### src/rtl/dtw_pkg.sv
package dtw_pkg;
  localparam int ID_WORDS = 8;

  function automatic logic [7:0] id_byte(input logic [2:0] idx);
    logic [7:0] b;
    case (idx)
      3'd0: b = 8'h04;
      3'd1: b = 8'h18;
      3'd2: b = 8'h14;
      3'd3: b = 8'h00;
      3'd4: b = 8'h0D;
      3'd5: b = 8'hF0;
      3'd6: b = 8'h05;
      default: b = 8'hB1;
    endcase
    return b;
  endfunction
endpackage

### src/rtl/dtw_id_rom.sv
module dtw_id_rom #(
  parameter int DATA_W = 32
) (
  input  logic [2:0]        idx,
  output logic [DATA_W-1:0] word_o
);
  always_comb word_o = DATA_W'(dtw_pkg::id_byte(idx));
endmodule

### src/rtl/dtw_timer.sv
module dtw_timer #(
  parameter int DATA_W = 32,
  parameter int PRE_W  = 8
) (
  input  logic              clk,
  input  logic              rst,
  input  logic              tick,
  input  logic              wr_en,
  input  logic [2:0]        word,
  input  logic [DATA_W-1:0] wdata,
  output logic [DATA_W-1:0] rdata,
  output logic              irq
);
  localparam logic [DATA_W-1:0] MAX16 = DATA_W'(17'h0FFFF);
  localparam logic [DATA_W-1:0] MAX32 = '1;

  logic [DATA_W-1:0] reload_q, count_q, cmask;
  logic [7:0]        ctrl_q;
  logic [PRE_W-1:0]  pre_q;
  logic              pend_q, step;

  wire run  = ctrl_q[7];
  wire per  = ctrl_q[6];
  wire ien  = ctrl_q[5];
  wire [1:0] div = ctrl_q[3:2];
  wire wide = ctrl_q[1];
  wire once = ctrl_q[0];

  always_comb begin
    cmask = wide ? MAX32 : MAX16;
    case (div)
      2'd0:    step = tick & run;
      2'd1:    step = tick & run & (&pre_q[3:0]);
      default: step = tick & run & (&pre_q);
    endcase
  end

  always_ff @(posedge clk) begin
    if (rst) begin
      reload_q <= '0;
      count_q  <= MAX16;
      ctrl_q   <= 8'h20;
      pend_q   <= 1'b0;
      pre_q    <= '0;
    end else begin
      if (tick & run) pre_q <= pre_q + 1'b1;
      if (step) begin
        if (count_q == '0) begin
          pend_q <= 1'b1;
          if (once)     ctrl_q[7] <= 1'b0;
          else if (per) count_q <= reload_q & cmask;
          else          count_q <= cmask;
        end else begin
          count_q <= count_q - 1'b1;
        end
      end
      if (wr_en) begin
        case (word)
          3'd0: begin reload_q <= wdata; count_q <= wdata & cmask; end
          3'd2: ctrl_q <= wdata[7:0];
          3'd3: pend_q <= 1'b0;
          3'd6: reload_q <= wdata;
          default: ;
        endcase
      end
    end
  end

  always_comb begin
    case (word)
      3'd0, 3'd6: rdata = reload_q;
      3'd1:       rdata = count_q;
      3'd2:       rdata = DATA_W'(ctrl_q);
      3'd4:       rdata = DATA_W'(pend_q);
      3'd5:       rdata = DATA_W'(pend_q & ien);
      default:    rdata = '0;
    endcase
  end

  assign irq = pend_q & ien;
endmodule

### src/rtl/dual_timer_wrap.sv
module dual_timer_wrap #(
  parameter int ADDR_W  = 12,
  parameter int DATA_W  = 32,
  parameter int N_TMR   = 2,
  parameter int WIN_LG2 = 5,
  parameter int ID_BASE = 'hFE0
) (
  input  logic              clk,
  input  logic              rst,
  input  logic [N_TMR-1:0]  tick_i,
  input  logic [ADDR_W-1:0] addr,
  input  logic              wr_en,
  input  logic [DATA_W-1:0] wdata,
  output logic [DATA_W-1:0] rdata,
  output logic              irq
);
  localparam int SEL_W = ADDR_W - WIN_LG2;
  localparam logic [SEL_W-1:0] ID_SEL = SEL_W'(ID_BASE >> WIN_LG2);

  logic [SEL_W-1:0]  win;
  logic [DATA_W-1:0] t_rdata [N_TMR];
  logic [N_TMR-1:0]  t_irq;
  logic [DATA_W-1:0] id_word, rd_mux;

  assign win = addr[ADDR_W-1:WIN_LG2];

  for (genvar n = 0; n < N_TMR; n++) begin : g_tmr
    dtw_timer #(.DATA_W(DATA_W)) u_tmr (
      .clk   (clk),
      .rst   (rst),
      .tick  (tick_i[n]),
      .wr_en (wr_en && (win == SEL_W'(n))),
      .word  (addr[4:2]),
      .wdata (wdata),
      .rdata (t_rdata[n]),
      .irq   (t_irq[n])
    );
  end

  dtw_id_rom #(.DATA_W(DATA_W)) u_id (
    .idx    (addr[4:2]),
    .word_o (id_word)
  );

  always_comb begin
    rd_mux = '0;
    if (win == ID_SEL) rd_mux = id_word;
    for (int n = 0; n < N_TMR; n++)
      if (win == SEL_W'(n)) rd_mux = t_rdata[n];
  end

  always_ff @(posedge clk) rdata <= rd_mux;

  assign irq = |t_irq;
endmodule

### config.mk
export PLATFORM = sky130hd
export DESIGN_NAME = dual_timer_wrap
export DESIGN_NICKNAME = d
export VERILOG_FILES = /design/src/rtl/dtw_pkg.sv /design/src/rtl/dtw_id_rom.sv /design/src/rtl/dtw_timer.sv /design/src/rtl/dual_timer_wrap.sv
export SDC_FILE = /design/constraint.sdc
export NUM_CORES = 1
export LEC_CHECK = 0
export BUFFER_PORTS_ARGS = -buffer_cell sky130_fd_sc_hd__buf_2
export CORE_ASPECT_RATIO = 0.7
export CORE_MARGIN = 2
export CORE_UTILIZATION = 56
export CTS_CLUSTER_SIZE = 16
export DETAILED_ROUTE_END_ITERATION = 10
export GPL_TIMING_DRIVEN = 0
export PLACE_DENSITY = 0.83
export SLEW_MARGIN = 25
export SYNTH_ARGS = -nofsm -noshare
export SYNTH_HDL_FRONTEND = slang
export SYNTH_HIERARCHICAL = 1
export SYNTH_SLANG_ARGS = --single-unit
### constraint.sdc
create_clock -name clk -period 6.9 [get_ports clk]
set_input_delay 0.345 -clock clk [delete_from_list [all_inputs] [get_ports clk]]
set_output_delay 0.345 -clock clk [all_outputs]
set_load 0.02 [all_outputs]
# [Yosys cells after proc, flatten, opt, wreduce, memory -nomap -nowiden]
# Cells that the tools add are included.
[classes] bitwise_logic=14 n_mux=40 add_sub_neg=4 n_eq_ne=10 n_reduce_logical=18
[op_table] op="2-to-1 mux 32 bit" count=16
[op_table] op="case mux 32 bit (5 select lines)" count=2
[op_table] op="bitwise AND 32 bit" count=4
[op_table] op="zero test 32 bit" count=2
[op_table] op="subtractor 32 x 1 -> 32 bit, second input constant" count=2
[op_table] op="case mux 8 bit (7 select lines)" count=1
[op_table] op="2-to-1 mux 8 bit" count=5
[op_table] op="adder 8 x 1 -> 8 bit, second input constant" count=2
[op_table] op="AND reduction 8 bit" count=2
[op_table] op="2-to-1 mux 1 bit" count=14
[op_table] op="bitwise AND 1 bit" count=10
[op_table] op="== test 3 bit, second input constant" count=3
[op_table] op="AND reduction 2 bit" count=4
[op_table] op="AND reduction 4 bit" count=2
[op_table] op="== test 7 x 1 -> 1 bit, second input constant" count=1
[op_table] op="== test 7 bit, second input constant" count=1
[op_table] op="zero test 7 bit" count=1
[op_table] op="== test 3 x 2 -> 1 bit, second input constant" count=2
[op_table] op="== test 2 x 1 -> 1 bit, second input constant" count=2
[op_table] op="zero test 2 bit" count=2
[op_table] op="case mux 1 bit (2 select lines)" count=2
[op_table] op="OR reduction 2 bit" count=2
[op_table] op="== test 3 x 1 -> 1 bit, second input constant" count=1
[op_table] op="zero test 3 bit" count=1
[op_table] op="logical AND 1 bit" count=2
[totals] out_inout_bits=33 in_bits=49 wordCells=99 reg_bits=194

# [Depth between registers and ports, before layout]
# Gate-level depths: netlist of the first run.
[logic_depth] word_depth=8 ltp_mapped=13 ltp_nobuf=9

# [By module]
# Netlist of the first run, hierarchy kept.
[by_module_without_submodules] module="dtw_timer at g_tmr[1].u_tmr" area_each_um2=4879.7 cells_each=648 instances=1
[by_module_without_submodules] module="dtw_timer at g_tmr[0].u_tmr" area_each_um2=4854.7 cells_each=642 instances=1
[by_module_without_submodules] module="dual_timer_wrap" area_each_um2=1669.1 cells_each=228 instances=1
[by_module_without_submodules] module="dtw_id_rom" area_each_um2=250.2 cells_each=35 instances=1

# [Worst setup path after synthesis of the first run]
# No wires, ideal clock.
[synth_path] path_type="input to register" start="in addr[6]" end="reg g_tmr[1].u_tmr.count_q[28]" cell_stages=12 t_arrival_ps=3146 slack_ps=3627 path_cell_list="clkbuf_2 or4_4 buf_6 or3_1 buf_2 buf_6 nor2_1 nor4b_2 nor2_1 nand2_1 a21oi_1 or3_1"
[synth_via] elab_chain_cells=3
[synth_lines] item="start: declaration" line="dual_timer_wrap.sv:11" text="input logic [ADDR_W-1:0] addr,"
[synth_lines] item="== test 7 x 1 -> 1 bit" line="dual_timer_wrap.sv:32" text=".wr_en (wr_en && (win == SEL_W'(n))),"
[synth_lines] item="logical AND 1 bit" line="dual_timer_wrap.sv:32"
[synth_lines] item="2-to-1 mux 32 bit" line="dtw_timer.sv:57" text="if (wr_en) begin"
[synth_lines] item="end signal: assignment" line="dtw_timer.sv:52" text="else count_q <= cmask;"
[synth_lines] item="end signal: assignment" line="dtw_timer.sv:54" text="count_q <= count_q - 1'b1;"
[synth_lines] item="end signal: assignment" line="dtw_timer.sv:59" text="3'd0: begin reload_q <= wdata; count_q <= wdata & cmask; end"
[synth_lines] item="end: declaration" line="dtw_timer.sv:17" text="logic [DATA_W-1:0] reload_q, count_q, cmask;"
# Every way passes these cells.
# A chain may end at the register's enable or synchronous reset.

# [Worst setup path in the final report of the first run]
[layout_path] start="reg g_tmr[1].u_tmr.pre_q[0]" end="reg g_tmr[1].u_tmr.count_q[15]"
[layout_via] elab_chain_cells=6 word_cells_on_any_way=8
[layout_lines] item="start: declaration" line="dtw_timer.sv:19" text="logic [PRE_W-1:0] pre_q;"
[layout_lines] item="start signal: assignment" line="dtw_timer.sv:46" text="if (tick & run) pre_q <= pre_q + 1'b1;"
[layout_lines] item="AND reduction 8 bit or AND reduction 4 bit (tied branches)" line="dtw_timer.sv:34, dtw_timer.sv:33"
[layout_lines] item="bitwise AND 1 bit (on tied branches)" line="dtw_timer.sv:34, dtw_timer.sv:33"
[layout_lines] item="case mux 1 bit (2 select lines) (*)" line="dtw_timer.sv:31" text="case (div)"
[layout_lines] item="2-to-1 mux 32 bit (*)" line="dtw_timer.sv:47" text="if (step) begin"
[layout_lines] item="2-to-1 mux 32 bit" line="dtw_timer.sv:58" text="case (word)"
[layout_lines] item="2-to-1 mux 32 bit (*)" line="dtw_timer.sv:57"
[layout_lines] item="end signal: assignment" line="dtw_timer.sv:51" text="else if (per) count_q <= reload_q & cmask;"
[layout_lines] item="end signal: assignment" line="dtw_timer.sv:52"
[layout_lines] item="end signal: assignment" line="dtw_timer.sv:59"
# Mark *: on every way between the ends. The rest lies on a longest branch, timed or not.

==> impl_metrics.py, run 1 <==
metrics = {
    "synth": {
        "synth-async-reset-ratio": 0,
        "syn_area_sq_um": 11650,
        "synthTopCellsByArea": "dfxtp_1 33%, nand2_1 8.3%, a21oi_1 6.5%",
        "ys_ff_latch": 194,
        "ys_types": 81,
        "avgSynthCellArea_sq_um": 7.504,
        "ys_warn_count": 6,
        "yosysTopAreaCell": "dfxtp_1",
        "synthFlopType": "dfxtp_1",
        "synth_seq_area_share": 0.3333,
        "synth_top_cell_area_share": 0.3333,
        "syn_inst": 1553,
        "synth_edf_count": 0,
    },
    "cts": {
        "cts.path.max_buffers": 2,
        "cts_resized": 0,
        "post-cts-setup-buffers": 0,
        "numClockSinks": 194,
        "cts-root-buf": "clkbuf_16",
        "cts_buffers": 17,
        "cts.clk_slew.worst_paths_ns": 0.07,
        "htreeDepth": 4,
        "clk_latency_ns": 0.45,
        "tritoncts": "built",
        "cts_hold_buf": 0,
    },
    "drt": {
        "vias_per_cell": 6.802,
        "via_count": 13350,
        "avgRoutedWirePerCell_um": 24.14,
        "drc": 0,
        "postRouteAntennaNets": 0,
        "drt-initial-drc-count": 2260,
        "drtPass1Iterations": 6,
        "drt_wl_total_mm": 47.35,
    },
    "layout": {
        "fin_util": 0.6359,
        "layout.nets": 1729,
        "syn_to_final_growth_pct": 12.35,
        "drive_above_1_share": 0.1151,
        "antenna-diode-count": 0,
    },
    "global_route": {
        "grt_max_degree": 18,
        "grt_pass1_vias": 12150,
        "antenna_found_initial": 0,
        "grt_pass1_wl_mm": 71.28,
        "grtUsageTotal": 0.4247,
        "overflow": 0,
    },
    "min_path": {
        "holdCritStartpoint": "wdata[18]",
        "hold_class": "primary input to flip-flop",
        "min_to": "g_tmr[0].u_tmr/reload_q[18]",
        "whs_path_depth": 3,
    },
    "sta": {
        "drv_slew": 0,
        "worst_pin_slew_ns": 1.172,
        "post-route-period-util": 0.5738,
        "max-slew-margin-rel": 0.2123,
        "min_period_ns": 3.959,
        "setup_slack_ns": 2.941,
        "tns_ns": 0,
        "holdWs_ns": 0.1800,
        "hold_viol": 0,
        "rsz0062_at_grt": "no",
        "skew_ns": 0.01219,
        "fmax_ghz": 0.2526,
        "setup_violations": 0,
    },
    "pwr": {
        "sw_frac_of_total": 0.2687,
        "leakagePower_uw": 0.004664,
        "p_int_uw": 1765,
        "seqPwrFrac": 0.479,
        "pwr-share-comb": 0.089,
        "clockPowerShare": 0.432,
        "power.switching_uw": 648.7,
        "vdd_drop_max_mv": 0.1749,
        "power_density_nw_per_um2": 184.4,
    },
    "placement": {
        "dp_worst_setup_slack_ns": 2.855,
        "portBuffers": 77,
        "hpwl_mm": 36.07,
        "place_congestion": 1.025,
    },
    "critical_path": {
        "startpoint_type": "flip-flop",
        "required_ns": 7.27,
        "reg2reg_to": "g_tmr[1].u_tmr/count_q[15]",
        "critical_path_class": "flip-flop to flip-flop",
        "r2r-start": "g_tmr[1].u_tmr/pre_q[0]",
        "crit_arrival_ns": 4.33,
        "critPathCaptureType": "flip-flop",
        "r2r_cells": 9,
        "rrSetupSlack_ns": 2.94,
        "cp_max_fo": 10,
    },
    "die": {
        "initial_core_util": 0.5660,
        "fp.dieH_um": 124.7,
        "core_area_sq_um": 20590,
        "io-pin-count": 82,
        "die_x_um": 176.4,
        "dieArea_sq_um": 22000,
        "core.rowCount": 44,
    },
    "status": {
        "status": "complete, no violations",
    },
    "run": {
        "maxCapViolCount": 0,
    },
}
==> sequential cells by signal, summed over array words and instances, names as in the netlist <==
name and count:
g_tmr.u_tmr/count_q 64, g_tmr.u_tmr/ctrl_q 16, g_tmr.u_tmr/pend_q 2, g_tmr.u_tmr/pre_q 16, rdata 32, g_tmr.u_tmr/reload_q 64
==> synthesized netlist by cell type (23+ instances only) <==
cell type  count
a21oi_1      151
nand2_1      257
nand3_1       29
buf_4         28
o22a_1        33
nor2_1        98
nor3_1       102
clkbuf_1     102
a31oi_1       23
a22o_1        49
o21ai_0       73
dfxtp_1      194
==> final cells by class <==
| type | count | area [sq um] |
|---|---|---|
| plain buffers | 154 | 749.5 |
| clock buffers | 19 | 452.9 |
| clock inverters | 12 | 143.9 |
| fillers | 1855 | 7497 |
| inverters | 16 | 60.06 |
| multi-input cells | 1213 | 7064 |
| flip-flops and latches | 194 | 3884 |
| well taps | 276 | 345.3 |
| repair buffers | 78 | 392.9 |
==> worst max-delay path by stage <==
stage / cells after the start / slack [ns] / from / to
after global routing: 9 / 2.92 / g_tmr[1].u_tmr/pre_q[0] / g_tmr[1].u_tmr/count_q[15]
after global placement: 11 / 2.30 / addr[6] / g_tmr[0].u_tmr/count_q[29]
after CTS: 9 / 3.27 / g_tmr[1].u_tmr/pre_q[0] / g_tmr[1].u_tmr/count_q[15]
after floorplan: 12 / 3.63 / addr[6] / g_tmr[1].u_tmr/count_q[28]
final: 9 / 2.94 / g_tmr[1].u_tmr/pre_q[0] / g_tmr[1].u_tmr/count_q[15]
after detailed placement: 12 / 2.85 / addr[6] / g_tmr[1].u_tmr/count_q[28]
==> per-stage QoR <==
stage	power, uW	area (sq um)	cells
floorplan	1300	11740	1577
CTS	2401	13090	1962
detailed placement	1385	12500	1931
global placement	1382	12470	1930
finish	2414	13090	1962
global route	2471	13090	1962
==> worst max-delay path, stage by stage (launching register included) <==
cell and delay (ns):
dfxtp_1 0.37, ha_1 0.18, nand3_1 0.11, o31ai_1 0.98, and2_1 0.24, clkbuf_1 0.43
clkbuf_1 0.57, clkbuf_1 0.58, a21oi_1 0.17, o31ai_2 0.26
==> power by group through the flow <==
stage | Combinational (uW) | Sequential, uW | Clock (uW)
finish | 215 | 1160 | 1040
global route | 229 | 1160 | 1080
CTS | 205 | 1150 | 1040
detailed placement | 204 | 1180 | 0
global placement | 201 | 1180 | 0
floorplan | 125 | 1170 | 0
==> kinds of logic after synthesis <==
logic type | share of synthesized area
simple gates | 0.2770
compound gates | 0.2798
flops | 0.3333
buf+inv | 0.06947
xor+xnor | 0.01879
mux | 0.01492
fa+ha+maj | 0.006442
other cells | 0.0003218
==> layout by cell type (no fill, tap or decap), drive strengths merged, types with 13 or more instances in the layout <==
master	n
nor4	27
and3	15
o211ai	14
or3	23
o22a	33
buf	129
inv	22
a31oi	23
a311oi	15
o21ai	87
nand4	15
a21oi	151
dfxtp	194
a22o	49
or4	15
nand3	32
a22oi	19
a21o	13
nand2	257
o31ai	16
clkbuf	122
xnor2	14
conb	25
nor3	105
mux2i	14
nor2	98
==> routing by layer <==
metal | routed length (um) | global-route usage | up-vias
li1 | - | - | 5894
met1 | 20450 | 0.6371 | 6268
met2 | 18200 | 0.5608 | 1062
met3 | 7437 | 0.1484 | 122
met4 | 1272 | 0.1245 | 0
met5 | 0 | 0 | -
(Power assumes the default switching activity.)
==> inputs of run 2 (changes only) <==
ABC_AREA = 1   (was default)
PLACE_DENSITY = 0.82   (was 0.83)
clock period = 3.8 ns   (was 6.9 ns; I/O delays follow)
==> run 2 against run 1 <==
  * Clock skew up 0.0037 ns
  * Critical path type unchanged
  * Core utilization down 0.59 points
  * Combinational power is 50% higher
  * Total power grew 75%
==> impl_metrics.py, run 2 <==
metrics = {
    "critical_path": {
        "crit_arrival_ns": 2.73,
        "path_cells": "inv_1 > ha_1 > nand2_1 > nor2_1 > inv_1 > o21ai_0 > nand2_1 > nand2_1 > nand2_1 > nand2_1 > a21oi_1",
        "crit_family": "simple AND/OR/NAND/NOR gates",
        "critPathCaptureType": "flip-flop",
        "cpMostUsedCell": "nand2_1",
        "critical_path_class": "flip-flop to flip-flop",
        "critPathSlowestCell": "nor2_1",
        "worst_path_largest_cell_delay_ns": 0.52,
        "startpoint_type": "flip-flop",
        "cp.buffers_inverters": 2,
        "required_ns": 4.14,
        "cp_max_fo": 6,
    },
    "run": {
        "maxCapViolCount": 0,
    },
    "sta": {
        "hold_viol": 0,
        "rsz0062_at_grt": "no",
        "max-slew-margin-rel": 0.4250,
        "post-route-period-util": 0.6286,
        "holdWs_ns": 0.02871,
        "setup_violations": 0,
        "min_period_ns": 2.389,
        "skew_ns": 0.01590,
        "worst_pin_slew_ns": 0.8625,
        "fmax_ghz": 0.4186,
        "setup_slack_ns": 1.411,
        "tns_ns": 0,
        "drv_slew": 0,
    },
    "die": {
        "core.rowCount": 47,
        "fp.dieH_um": 133.2,
        "core_area_sq_um": 23520,
        "io-pin-count": 82,
        "dieArea_sq_um": 25120,
        "initial_core_util": 0.5677,
        "die_x_um": 188.6,
    },
    "layout": {
        "layout_common_cells": "589 x nand2_1, 226 x inv_1, 213 x o21ai_0, 194 x dfxtp_1, 154 x nor2_1",
        "final_common_cell": "nand2_1",
        "syn_to_final_growth_pct": 10.96,
        "layout.nets": 2263,
        "ff_latch_area_sq_um": 3884,
        "antenna-diode-count": 0,
        "reg_top3": "g_tmr.u_tmr/count_q (64), g_tmr.u_tmr/reload_q (64), rdata (32)",
        "final-instance-count-excl-fill": 2539,
        "drive_above_1_share": 0.1522,
        "design_area_sq_um": 14820,
        "fillers": 2280,
        "multi_input_area_sq_um": 7802,
    },
    "synth": {
        "avgSynthCellArea_sq_um": 6.402,
        "ys_warn_count": 6,
        "synthTopCellsByCount": "589 x nand2_1, 226 x inv_1, 213 x o21ai_0",
        "synth_seq_area_share": 0.2908,
        "synth_most_common_cell": "nand2_1",
        "synth-async-reset-ratio": 0,
        "syn_area_sq_um": 13350,
        "syn_inst": 2086,
        "yosysTopAreaCell": "dfxtp_1",
        "ys_ff_latch": 194,
        "ys_types": 49,
        "synth_edf_count": 0,
        "synthFlopType": "dfxtp_1",
        "synth_top_cell_area_share": 0.2908,
        "synthTopCellsByArea": "dfxtp_1 29%, nand2_1 17%, o21ai_0 8.0%",
    },
    "drt": {
        "drtPass1Iterations": 8,
        "drc": 0,
        "via_count": 15000,
        "vias_per_cell": 5.907,
        "postRouteAntennaNets": 0,
        "avgRoutedWirePerCell_um": 19.05,
        "drt_wl_total_mm": 48.37,
        "drt-initial-drc-count": 2148,
    },
    "cts": {
        "htreeDepth": 4,
        "post-cts-setup-buffers": 0,
        "cts-root-buf": "clkbuf_16",
        "tritoncts": "built",
        "numClockSinks": 194,
        "cts.path.max_buffers": 2,
        "cts_buffers": 17,
        "clk_latency_ns": 0.46,
        "cts_resized": 0,
        "cts_hold_buf": 0,
        "cts.clk_slew.worst_paths_ns": 0.08,
    },
    "global_route": {
        "antenna_found_initial": 1,
        "grt_pass1_wl_mm": 73.24,
        "grtUsageTotal": 0.3792,
        "overflow": 0,
        "grt_pass1_vias": 13470,
        "grt_max_degree": 18,
    },
    "placement": {
        "portBuffers": 79,
        "place_congestion": 1.030,
        "dp_worst_setup_slack_ns": 1.439,
        "hpwl_mm": 38.13,
        "dp_cells": 2507,
        "dpl-instance-area_sq_um": 14240,
    },
    "pwr": {
        "vdd_drop_max_mv": 0.3228,
        "leakagePower_uw": 0.006915,
        "power_density_nw_per_um2": 284.6,
    },
    "min_path": {
        "hold_class": "primary input to flip-flop",
    },
    "status": {
        "status": "complete, no violations",
    },
}
## run 2: metal layers
| layer | global-route usage | share of wire | up-vias |
|---|---|---|---|
| met3 | 0.08851 | 0.14 | 103 |
| met1 | 0.5680 | 0.43 | 6913 |
| met5 | 0.01923 | 0.0016 | - |
| met2 | 0.5296 | 0.39 | 999 |
| li1 | - | - | 6980 |
| met4 | 0.1207 | 0.030 | 4 |
## run 2: worst paths after layout
kind / startpoint / endpoint / slack [ns] / cells after the start
setup / recovery: g_tmr[1].u_tmr/count_q[0] / g_tmr[1].u_tmr/count_q[24] / 1.41 / 11
hold / removal: wdata[13] / g_tmr[0].u_tmr/reload_q[13] / 0.03 / 3
setup reg to reg: g_tmr[1].u_tmr/count_q[0] / g_tmr[1].u_tmr/count_q[24] / 1.41 / 11
hold reg to reg: g_tmr[0].u_tmr/reload_q[17] / g_tmr[0].u_tmr/reload_q[17] / 0.48 / 2
## run 2: logic make-up (layout without fill, tap and decap cells)
logic type	count (synthesis)	after routing	synth area share
and+or+nand+nor	1005	1005	0.3551
AOI/OAI and AO/OA	475	475	0.1962
buffers and inverters	374	485	0.1316
DFF	194	194	0.2908
xor gates and xnor gates	31	31	0.02033
adders and majority gates	6	6	0.005622
other	1	25	0.0002808
## run 2: stage by stage
step	util	power (uW)
2_1_floorplan	-	2272
3_3_place_gp	0.6053	2389
3_5_place_dp	0.6053	2393
4_1_cts	0.6299	4207
5_1_grt	0.6299	4327
6_report	0.6299	4217
## run 2: worst reg2reg max path, delay by kind of cell (launching register included)
family	cells	cell delay, ns
AOI/OAI and AO/OA	2	0.28
buffers and inverters	2	0.48
DFF	1	0.33
and+or+nand+nor	6	0.92
adders and majority gates	1	0.27
## run 2: final cells by class
class / instances / area share
Clock buffer: 18 / 0.02896
Inverter: 237 / 0.06020
Sequential cell: 194 / 0.2621
Multi-Input combinational cell: 1542 / 0.5266
Timing Repair Buffer: 79 / 0.02668
Buffer: 137 / 0.05843
Tap cell: 318 / 0.02685
Clock inverter: 14 / 0.01022
## run 2: power breakdown
group          switching, uW  leakage, uW  internal (uW)  total, uW
registers               3.37      0.00156           2040       2040
clock network            876     0.000282            979       1850
logic                    226      0.00507           97.4        323
total                   1100      0.00691           3110       4220
==> inputs of run 3 (changes only) <==
ABC_AREA = 0   (was 1)
PLACE_DENSITY = 0.83   (was 0.82)
clock period = 2.3 ns   (was 3.8 ns; I/O delays follow)
==> run 3 against run 2 <==
  * The run now ends with setup timing left
  * Register-to-register slack worse by 1.8 ns
  * Fmax shrank 9.8%
  * Worst hold slack gained 0.0030 ns
  * Worst setup slack lost 1.8 ns
  * Non-clock buffer count up 155
  * Clock power is 69% higher
  * Count of clock-buffer cells in the layout did not move
  * Sequential share of layout area down 1.6 points
==> impl_metrics.py, run 3 (synthesized netlist as in run 1, its figures left out) <==
metrics = {
    "die": {
        "initial_core_util": 0.5660,
        "core.rowCount": 44,
        "core_area_sq_um": 20590,
        "fp.dieH_um": 124.7,
        "io-pin-count": 82,
        "dieArea_sq_um": 22000,
        "die_x_um": 176.4,
    },
    "global_route": {
        "antenna_found_initial": 0,
        "grtUsageTotal": 0.4579,
        "grt_pass1_vias": 13030,
        "grt_max_degree": 19,
        "grt_pass1_wl_mm": 76.42,
        "overflow": 0,
    },
    "critical_path": {
        "crit_end": "g_tmr[1].u_tmr/count_q[27]",
        "required_ns": 2.66,
        "r2r_cells": 8,
        "r2r-start": "g_tmr[1].u_tmr/count_q[14]",
        "critPathCaptureType": "flip-flop",
        "startpoint_type": "flip-flop",
        "rrSetupSlack_ns": -0.35,
        "crit_start": "g_tmr[1].u_tmr/count_q[14]",
        "cp_max_fo": 7,
        "reg2reg_to": "g_tmr[1].u_tmr/count_q[27]",
        "critical_path_class": "flip-flop to flip-flop",
        "crit_arrival_ns": 3.01,
    },
    "sta": {
        "worst_pin_slew_ns": 1.064,
        "drv_slew": 0,
        "rsz0062_at_grt": "yes",
        "hold_viol": 0,
        "fmax_ghz": 0.3778,
        "max-slew-margin-rel": 0.2909,
        "skew_ns": 0.01290,
        "setup_slack_ns": -0.3472,
        "post-route-period-util": 1.151,
        "setup_violations": 64,
        "min_period_ns": 2.647,
    },
    "drt": {
        "postRouteAntennaNets": 0,
        "via_count": 14540,
        "avgRoutedWirePerCell_um": 25.36,
        "drc": 0,
        "drt_wl_total_mm": 53.31,
        "drt-initial-drc-count": 2748,
        "drtPass1Iterations": 6,
        "vias_per_cell": 6.918,
    },
    "layout": {
        "antenna-diode-count": 0,
        "reg_top3": "g_tmr.u_tmr/count_q (64), g_tmr.u_tmr/reload_q (64), rdata (32)",
        "syn_to_final_growth_pct": 37.38,
        "drive_above_1_share": 0.2985,
        "ff_latch_area_sq_um": 3938,
        "multi_input_area_sq_um": 8292,
        "layout.nets": 1868,
        "final_common_cell": "nand2_1",
        "fillers": 1450,
        "layout_common_cells": "252 x nand2_1, 173 x dfxtp_1, 136 x a21oi_1, 109 x buf_4, 88 x nor3_1",
    },
    "min_path": {
        "holdCritStartpoint": "wdata[6]",
        "hold_class": "primary input to flip-flop",
    },
    "run": {
        "maxCapViolCount": 0,
    },
    "cts": {
        "cts_buffers": 17,
        "cts-root-buf": "clkbuf_16",
        "clk_latency_ns": 0.46,
        "numClockSinks": 194,
        "tritoncts": "built",
        "cts.path.max_buffers": 2,
        "htreeDepth": 4,
        "cts.clk_slew.worst_paths_ns": 0.08,
    },
    "placement": {
        "place_congestion": 0.9930,
        "portBuffers": 77,
        "hpwl_mm": 36.13,
        "dp_worst_setup_slack_ns": -1.272,
    },
    "pwr": {
        "vdd_drop_max_mv": 0.5079,
        "leakagePower_uw": 0.005870,
        "power_density_nw_per_um2": 462.2,
        "power_uw": 7400,
    },
    "status": {
        "failed_checks": "setup timing",
        "status": "finished with violations",
    },
}
run 3: changes by cell type in the layout (fill, tap and decap cells not counted), moves of 27 or more:
cell           change
buf_4             +78
buf_6             +27
a22o_1            +49
nor2_1            -67
o21ai_0          -172
nor3_1            +74
dlygate4sd3_1     +30
nand3_2           -61
nand2_1          -337
inv_1            -215
o22a_1            +33
nand3_1           -86
run 3: per-stage QoR:
stage / hold slack (ns) / utilization / area (sq um) / cells / setup TNS, ns
after floorplan: 0.2375 / - / 11940 / 1577 / -11.25
after global placement: 0.4086 / 0.6153 / 12670 / 1930 / -108.26
after detailed placement: 0.4128 / 0.6153 / 12670 / 1930 / -113.82
after CTS: 0.005428 / 0.7315 / 15060 / 2072 / -5.971
after global routing: 0.01651 / 0.7776 / 16010 / 2102 / -11.91
final: 0.03170 / 0.7776 / 16010 / 2102 / -9.099
run 3: final cells by class:
cell class | count | area share
Clock buffer | 18 | 0.02681
Timing Repair Buffer | 230 | 0.1146
Tap cell | 276 | 0.02157
Inverter | 16 | 0.004298
Sequential cell | 194 | 0.2459
Clock inverter | 14 | 0.01024
Buffer | 141 | 0.05869
Multi-Input combinational cell | 1213 | 0.5179
run 3: how the worst min path moves through the flow:
stage	end	slack, ns	cells past startpoint
3_3_place_gp	g_tmr[1].u_tmr/reload_q[18]	0.41	3
4_1_cts	g_tmr[0].u_tmr/ctrl_q[7]	0.005	3
5_1_grt	g_tmr[1].u_tmr/ctrl_q[6]	0.02	3
3_5_place_dp	g_tmr[0].u_tmr/reload_q[18]	0.41	3
6_report	g_tmr[0].u_tmr/ctrl_q[6]	0.03	3
2_1_floorplan	g_tmr[0].u_tmr/count_q[0]	0.24	2
run 3: metal layers:
layer | GRT usage | routed length, um
met5 | 0 | 0
met4 | 0.1546 | 2611
met3 | 0.1712 | 8988
met2 | 0.6256 | 20730
met1 | 0.6549 | 20980
run 3: power breakdown:
| group | switching [uW] | internal, uW | leakage [uW] |
|---|---|---|---|
| registers | 78.5 | 3390 | 0.00157 |
| clock network | 1490 | 1640 | 0.000287 |
| logic | 497 | 302 | 0.00401 |
| total | 2060 | 5330 | 0.00587 |
run 3: repair_timing:
item / 4_1_cts / 5_1_grt
setup buffers: 84 / 35
endpoints found under the setup margin: 121 / 147
pin swaps: 89 / 83
resized for setup: 224 / 168
hold buffers: 30 / 0
cloned: 2 / 3
hold endpoints to repair: 77 / 0
run 3: critical path: stages (launching register included):
cell and delay (ns):
dfxtp_4 0.35, or3_4 0.39, or3_4 0.34, buf_6 0.14
or4_4 0.49, buf_12 0.16, o21ai_4 0.25, a22oi_2 0.14
a311oi_2 0.29
